--- config.mk ---
export PLATFORM = sky130hd
export DESIGN_NAME = mop_sched
export DESIGN_NICKNAME = d
export VERILOG_FILES = /design/src/rtl/msched_pkg.sv /design/src/rtl/msched_pick.sv /design/src/rtl/msched_age.sv /design/src/rtl/msched_lane.sv /design/src/rtl/mop_sched.sv
export SDC_FILE = /design/constraint.sdc
export NUM_CORES = 2
export LEC_CHECK = 0
export BUFFER_PORTS_ARGS = -buffer_cell sky130_fd_sc_hd__buf_4
export CAP_MARGIN = 15
export CORE_ASPECT_RATIO = 0.9
export CORE_MARGIN = 1.5
export CORE_UTILIZATION = 60
export CTS_BUF_LIST = sky130_fd_sc_hd__clkbuf_16
export CTS_CLUSTER_DIAMETER = 60
export DETAILED_ROUTE_END_ITERATION = 8
export PLACE_DENSITY = 0.79
export SETUP_SLACK_MARGIN = 0.3
export SYNTH_ARGS = -nofsm -noshare
export SYNTH_HDL_FRONTEND = slang
export SYNTH_SLANG_ARGS = --single-unit
export TNS_END_PERCENT = 10
--- constraint.sdc ---
create_clock -name clk -period 5.1 [get_ports clk]
set_clock_uncertainty 0.15 [all_clocks]
set_input_delay 0.51 -clock clk [delete_from_list [all_inputs] [get_ports clk]]
set_output_delay 0.51 -clock clk [all_outputs]
set_load 0.005 [all_outputs]
--- src/rtl/msched_pkg.sv ---
package msched_pkg;
  // tag width shared by every scheduler module
  localparam int TAG_W = 7;

  typedef logic [TAG_W-1:0] tag_t;

  // one queue slot: a lone op or a fused head/tail pair
  typedef struct packed {
    logic fused;
    logic dst_v;
    tag_t dst;
    logic s0_v;
    tag_t s0;
    logic s1_v;
    tag_t s1;
  } mop_t;
endpackage

--- src/rtl/msched_pick.sv ---
module msched_pick #(
  parameter int N = 8
) (
  input  logic [N-1:0] req,
  output logic [N-1:0] first,
  output logic         any
);
  // isolate the lowest set bit
  assign first = req & (~req + {{(N-1){1'b0}}, 1'b1});
  assign any   = |req;
endmodule

--- src/rtl/msched_age.sv ---
module msched_age #(
  parameter int N = 8
) (
  input  logic         clk,
  input  logic         rst,
  input  logic [N-1:0] alloc,
  input  logic [N-1:0] live,
  input  logic [N-1:0] rdy,
  output logic [N-1:0] gnt
);
  // blk_q[i][j] set: slot j was written before slot i
  logic [N-1:0] blk_q [N];

  always_ff @(posedge clk) begin
    if (rst) begin
      for (int i = 0; i < N; i++) blk_q[i] <= '0;
    end else begin
      for (int i = 0; i < N; i++) begin
        if (alloc[i]) blk_q[i] <= live;
        else          blk_q[i] <= blk_q[i] & ~alloc;
      end
    end
  end

  always_comb begin
    for (int i = 0; i < N; i++)
      gnt[i] = rdy[i] && ((blk_q[i] & rdy) == '0);
  end


  gnt_onehot_chk: assert property (@(posedge clk) disable iff (rst) $onehot0(gnt));
endmodule

--- src/rtl/msched_lane.sv ---
module msched_lane
  import msched_pkg::*;
#(
  parameter int DEPTH = 8,
  parameter int WK_N  = 3
) (
  input  logic                  clk,
  input  logic                  rst,
  input  logic                  flush,
  input  logic                  wr_en,
  input  mop_t                  wr_mop,
  input  logic                  wr_s0_rdy,
  input  logic                  wr_s1_rdy,
  input  logic [WK_N-1:0]       wk_v,
  input  logic [WK_N*TAG_W-1:0] wk_tags,
  output logic                  has_free,
  output logic                  gnt_v,
  output mop_t                  gnt_mop
);
  mop_t             ent_q [DEPTH];
  logic [DEPTH-1:0] vld_q, r0_q, r1_q;
  logic [DEPTH-1:0] rdy, gnt, free_oh, alloc_oh, live;

  function automatic logic tag_hit(input tag_t t, input logic [WK_N-1:0] v,
                                   input logic [WK_N*TAG_W-1:0] tags);
    logic h;
    h = 1'b0;
    for (int k = 0; k < WK_N; k++)
      if (v[k] && (tags[k*TAG_W +: TAG_W] == t)) h = 1'b1;
    return h;
  endfunction

  msched_pick #(.N(DEPTH)) u_free (
    .req   (~vld_q),
    .first (free_oh),
    .any   (has_free)
  );

  assign alloc_oh = wr_en ? free_oh : '0;
  assign live     = vld_q & ~gnt;

  always_comb begin
    for (int i = 0; i < DEPTH; i++)
      rdy[i] = vld_q[i] && (!ent_q[i].s0_v || r0_q[i]) && (!ent_q[i].s1_v || r1_q[i]);
  end

  msched_age #(.N(DEPTH)) u_age (
    .clk   (clk),
    .rst   (rst),
    .alloc (alloc_oh),
    .live  (live),
    .rdy   (rdy),
    .gnt   (gnt)
  );

  always_comb begin
    gnt_v   = |gnt;
    gnt_mop = '0;
    for (int i = 0; i < DEPTH; i++)
      if (gnt[i]) gnt_mop = ent_q[i];
  end

  // occupancy
  always_ff @(posedge clk) begin
    if (rst || flush) begin
      vld_q <= '0;
    end else begin
      for (int i = 0; i < DEPTH; i++) begin
        if (alloc_oh[i])  vld_q[i] <= 1'b1;
        else if (gnt[i])  vld_q[i] <= 1'b0;
      end
    end
  end

  // slot payload and source readiness, no reset needed
  always_ff @(posedge clk) begin
    for (int i = 0; i < DEPTH; i++) begin
      if (alloc_oh[i]) begin
        ent_q[i] <= wr_mop;
        r0_q[i]  <= wr_s0_rdy || tag_hit(wr_mop.s0, wk_v, wk_tags);
        r1_q[i]  <= wr_s1_rdy || tag_hit(wr_mop.s1, wk_v, wk_tags);
      end else begin
        r0_q[i]  <= r0_q[i] || tag_hit(ent_q[i].s0, wk_v, wk_tags);
        r1_q[i]  <= r1_q[i] || tag_hit(ent_q[i].s1, wk_v, wk_tags);
      end
    end
  end

  for (genvar i = 0; i < DEPTH; i++) begin : g_slot_chk

    slot_freed_chk: assert property (@(posedge clk) disable iff (rst) gnt[i] |=> !vld_q[i]);
  end
endmodule

--- src/rtl/mop_sched.sv ---
module mop_sched
  import msched_pkg::*;
#(
  parameter int LANES      = 3,
  parameter int LANE_DEPTH = 8
) (
  input  logic                   clk,
  input  logic                   rst,
  input  logic                   flush,
  input  logic [LANES-1:0]       disp_valid,
  input  logic [LANES-1:0]       disp_fused,
  input  logic [LANES-1:0]       disp_dst_v,
  input  logic [LANES*TAG_W-1:0] disp_dst,
  input  logic [LANES-1:0]       disp_s0_v,
  input  logic [LANES*TAG_W-1:0] disp_s0,
  input  logic [LANES-1:0]       disp_s0_rdy,
  input  logic [LANES-1:0]       disp_s1_v,
  input  logic [LANES*TAG_W-1:0] disp_s1,
  input  logic [LANES-1:0]       disp_s1_rdy,
  output logic                   disp_ready,
  output logic [LANES-1:0]       iss_valid,
  output logic [LANES-1:0]       iss_fused,
  output logic [LANES-1:0]       iss_dst_v,
  output logic [LANES*TAG_W-1:0] iss_dst,
  output logic [LANES-1:0]       iss_s0_v,
  output logic [LANES*TAG_W-1:0] iss_s0,
  output logic [LANES-1:0]       iss_s1_v,
  output logic [LANES*TAG_W-1:0] iss_s1,
  output logic [LANES-1:0]       wk_valid,
  output logic [LANES*TAG_W-1:0] wk_tag
);
  localparam int WINDOW = LANES * LANE_DEPTH;

  mop_t             wr_mop  [LANES];
  mop_t             gnt_mop [LANES];
  logic [LANES-1:0] lane_free, gnt_v, wr_en;

  // all-or-nothing dispatch
  assign disp_ready = &(~disp_valid | lane_free);
  assign wr_en      = (disp_ready && !flush) ? disp_valid : '0;

  for (genvar l = 0; l < LANES; l++) begin : g_lane
    assign wr_mop[l].fused = disp_fused[l];
    assign wr_mop[l].dst_v = disp_dst_v[l];
    assign wr_mop[l].dst   = disp_dst[l*TAG_W +: TAG_W];
    assign wr_mop[l].s0_v  = disp_s0_v[l];
    assign wr_mop[l].s0    = disp_s0[l*TAG_W +: TAG_W];
    assign wr_mop[l].s1_v  = disp_s1_v[l];
    assign wr_mop[l].s1    = disp_s1[l*TAG_W +: TAG_W];

    msched_lane #(.DEPTH(WINDOW / LANES), .WK_N(LANES)) u_lane (
      .clk       (clk),
      .rst       (rst),
      .flush     (flush),
      .wr_en     (wr_en[l]),
      .wr_mop    (wr_mop[l]),
      .wr_s0_rdy (disp_s0_rdy[l]),
      .wr_s1_rdy (disp_s1_rdy[l]),
      .wk_v      (wk_valid),
      .wk_tags   (wk_tag),
      .has_free  (lane_free[l]),
      .gnt_v     (gnt_v[l]),
      .gnt_mop   (gnt_mop[l])
    );

    // second stage: issue port and wake bus
    always_ff @(posedge clk) begin
      if (rst || flush) begin
        iss_valid[l] <= 1'b0;
        wk_valid[l]  <= 1'b0;
      end else begin
        iss_valid[l] <= gnt_v[l];
        wk_valid[l]  <= gnt_v[l] && gnt_mop[l].dst_v;
      end
    end

    always_ff @(posedge clk) begin
      iss_fused[l]                <= gnt_mop[l].fused;
      iss_dst_v[l]                <= gnt_mop[l].dst_v;
      iss_dst[l*TAG_W +: TAG_W]   <= gnt_mop[l].dst;
      iss_s0_v[l]                 <= gnt_mop[l].s0_v;
      iss_s0[l*TAG_W +: TAG_W]    <= gnt_mop[l].s0;
      iss_s1_v[l]                 <= gnt_mop[l].s1_v;
      iss_s1[l*TAG_W +: TAG_W]    <= gnt_mop[l].s1;
      wk_tag[l*TAG_W +: TAG_W]    <= gnt_mop[l].dst;
    end


    wake_with_issue_chk: assert property (@(posedge clk) disable iff (rst)
      wk_valid[l] |-> iss_valid[l] && iss_dst_v[l]);

    wake_tag_match_chk: assert property (@(posedge clk) disable iff (rst)
      wk_valid[l] |-> wk_tag[l*TAG_W +: TAG_W] == iss_dst[l*TAG_W +: TAG_W]);
  end


  flush_quiet_chk: assert property (@(posedge clk) disable iff (rst)
    flush |=> iss_valid == '0);
endmodule

==> metrics.yaml <==
grt:
  grt-ovfl-total: 0
  grt_max_degree: 116
  antenna_found_initial: 4
  track_usage_pct: 40.59
  grt_pass1_vias: 42690
  grt_pass1_wl_um: 274100
die:
  std_cell_rows: 103
  io_pins: 190
  dieArea_mm2: 0.09062
  die_height_um: 285.7
  start_util_pct: 60.63
  die_w_um: 317.2
  fp.coreArea_mm2: 0.08789
synth:
  yosysSeqAreaShare_pct: 50.37
  ys_seq_elements: 945
  synthesis.area_mm2: 0.05329
  yosys_most_used_dff: "edfxtp_1"
  synth_warnings: 0
  synth.top_cell.area_share_pct: 44.63
  synth_edf_count: 792
  synthCells: 4999
  synth_cell_type_count: 87
  synth.avg_cell_area_um2: 10.66
  synth.area.top_cells: "edfxtp_1, xnor2_1, xor2_1, dfxtp_1, nand4_1"
  yosys.area.top_type: "edfxtp_1"
  async_flop_share_pct: 0
timing:
  relSlewSlack_pct: 17.87
  tns_ns: 0
  fmaxAchievable_mhz: 230.6
  grt_setup_unrepaired: "false"
  maxSlewViolCount: 0
  finalSetupViolCount: 0
  hold_viol: 0
  tightest_slew_ns: 1.232
  fin_crit_ns: 4.337
  finalCritPeriodShare_pct: 85.03
power_and_ir_drop:
  p_clk_share_pct: 44.3
  ir_drop_v: 0.0003123
  p_per_area_mw_per_mm2: 284.8
  netSwitchingPower_w: 0.003880
  p_comb_share_pct: 4.8
  p_seq_share_pct: 50.9
  finalPower_w: 0.01711
  p_int_w: 0.01323
  leakage_nw: 20.65
  power.share.switching_pct: 22.68
cells_and_area:
  stdcell_count: 6469
  syn_to_final_growth_pct: 12.70
  finalNetCount: 5313
  drive_gt1_share_pct: 11.11
  finalInstanceArea_mm2: 0.06006
  fillCellCount: 6497
  fin_util_pct: 68.33
placement:
  place.gp.congestion: 0.9913
  place_area_mm2: 0.05629
  dp.final_hpwl_um: 118900
  io_buffers: 189
  dp_cells: 6243
setup_path:
  r2r_end: "g_lane[0].u_lane.u_age.blk_q[0][17]$_SDFFCE_PN0P_"
  r2r_slack_ns: 0.76
  path_class: "flip-flop to flip-flop"
  end_kind: "flip-flop"
  crit_arrival_ns: 4.71
  crit_path_max_fanout: 18
  start_kind: "flip-flop"
  required_ns: 5.47
  rr_worst_depth: 9
  crit-reg2reg-launch: "g_lane[0].u_lane.vld_q[1]$_SDFFE_PP0P_"
worst_hold_path:
  holdPathEnd: "g_lane[1].u_lane.ent_q[1][78]$_DFFE_PP_"
  hp-start: "disp_s1[10]"
  min_path_cells: 1
  min_path_type: "input port to flip-flop"
clock_tree:
  clkTransAtPathRegs_ns: 0.06
  cts_tree: "yes"
  numCtsBuffers: 99
  clk_path_buf_depth: 3
  insertion_delay_ns: 0.69
  h-tree-depth: 3
  cts_root_buf: "clkbuf_16"
  cts_sinks: 945
detailed_routing:
  firstDrtPassIters: 8
  drt_wl_total_um: 186500
  via_per_inst: 6.883
  ant_nets: 0
  vias: 44530
  drtIter0Drc: 7133
  wl_per_cell_um: 28.83
  drc_errors: 0
outcome:
  status: "completed"
flow_run:
  maxCapViolCount: 0
==> power by group through the flow <==
stage                     Clock [W]  Sequential, W  Combinational, W
after floorplan                   0        0.00877          0.000474
after global placement            0        0.00886          0.000741
after detailed placement          0        0.00887          0.000765
after CTS                   0.00758        0.00870          0.000793
after global routing        0.00788        0.00872          0.000869
final                       0.00758        0.00871          0.000819
==> stage by stage <==
stage	hold WS (ns)	worst slack, ns
after detailed placement	0.2975	0.9385
after global routing	0.01957	0.5921
final	0.02172	0.7632
after CTS	0.0005159	0.9164
after global placement	0.2922	1.022
after floorplan	0.2789	0.6036
==> registers in the layout, indices dropped and copies added (netlist names) <==
register,cells
g_lane.u_lane.ent_q,600
g_lane.u_lane.u_age.blk_q,192
g_lane.u_lane.r0_q,24
g_lane.u_lane.r1_q,24
g_lane.u_lane.vld_q,24
iss_s0,21
iss_s1,21
wk_tag,21
iss_dst_v,3
iss_fused,3
iss_s0_v,3
iss_s1_v,3
iss_valid,3
wk_valid,3
==> layer usage <==
layer  track usage, %  routed length, µm
met2            60.72              81100
met5                0                 26
met3            9.700              28220
met1            55.35              66260
met4            20.26              10910
==> synthesized netlist by cell type, types with 113 or more instances <==
cell type	count
nand4_1	258
clkbuf_1	240
xor2_1	378
xnor2_1	756
buf_2	113
nand2_1	264
a21oi_1	230
nor2_1	242
edfxtp_1	792
dfxtp_1	153
nand3_1	287
nor3_1	138
==> critical path, stage by stage (launching register included) <==
cell      delay (ns)
dfxtp_1         0.50
and2_1          0.34
nand4_1         0.38
and4bb_1        0.86
nand3_1         0.30
or2_2           0.48
inv_1           0.53
buf_4           0.36
nand3_1         0.10
a21oi_1         0.15
==> what timing repair did <==
action,CTS,global route
resized for setup,0,0
buffers inserted,0,0
hold buffers,37,0
hold endpoints to repair,284,0
==> worst max path at each step <==
stage / depth (start not counted) / slack [ns] / to / from
2_1_floorplan: 6 / 0.60 / g_lane[0].u_lane.ent_q[1][50]$_DFFE_PP_ / disp_valid[0]
3_3_place_gp: 10 / 1.02 / g_lane[0].u_lane.u_age.blk_q[0][22]$_SDFFCE_PN0P_ / disp_valid[2]
3_5_place_dp: 9 / 0.94 / g_lane[0].u_lane.u_age.blk_q[0][22]$_SDFFCE_PN0P_ / g_lane[2].u_lane.vld_q[3]$_SDFFE_PP0P_
4_1_cts: 9 / 0.92 / g_lane[0].u_lane.u_age.blk_q[0][22]$_SDFFCE_PN0P_ / g_lane[2].u_lane.vld_q[2]$_SDFFE_PP0P_
5_1_grt: 9 / 0.59 / g_lane[0].u_lane.u_age.blk_q[0][17]$_SDFFCE_PN0P_ / g_lane[2].u_lane.vld_q[0]$_SDFFE_PP0P_
6_report: 9 / 0.76 / g_lane[0].u_lane.u_age.blk_q[0][17]$_SDFFCE_PN0P_ / g_lane[0].u_lane.vld_q[1]$_SDFFE_PP0P_
==> cell usage in the layout, fill, tap and decap left out, drive strengths merged, types with 11 or more instances in the layout <==
master	count
nor3	139
a31oi	17
nor3b	44
xor2	378
nand2	267
or3	56
and2	19
a221oi	70
nor4	83
inv	108
o21ai	72
o31ai	50
o221ai	52
a2111oi	30
a21oi	231
a211oi	12
and3	47
a22oi	11
edfxtp	792
o41ai	25
o22ai	26
a311oi	23
buf	355
a2bb2oi	27
nor2b	46
nor2	242
bufinv	14
nand3	287
clkbuf	103
conb	192
nand4	258
dfxtp	153
dlygate4sd3	37
xnor2	756
clkinv	47
o22a	47
o211a	23
o211ai	52
==> kinds of logic after synthesis <==
group	synth area share, %
and+or+nand+nor	15.14
buffers and inverters	4.480
xor gates and xnor gates	18.64
DFF	50.37
AOI/OAI and AO/OA	11.36
other	0.007037
==> area by class of cell <==
type                            instances  area (µm²)  share of cell area (%)
Clock buffer                          103        2577                   4.292
Antenna cell                            2       5.005                0.008333
Timing Repair Buffer                  392        3064                   5.102
Sequential cell                       945       26930                   44.84
Tap cell                             1155        1445                   2.406
Clock inverter                         84       813.3                   1.354
Inverter                               90       340.3                  0.5667
Multi-Input combinational cell       3698       24890                   41.43
Note: power is estimated with default switching activity, not from simulation.
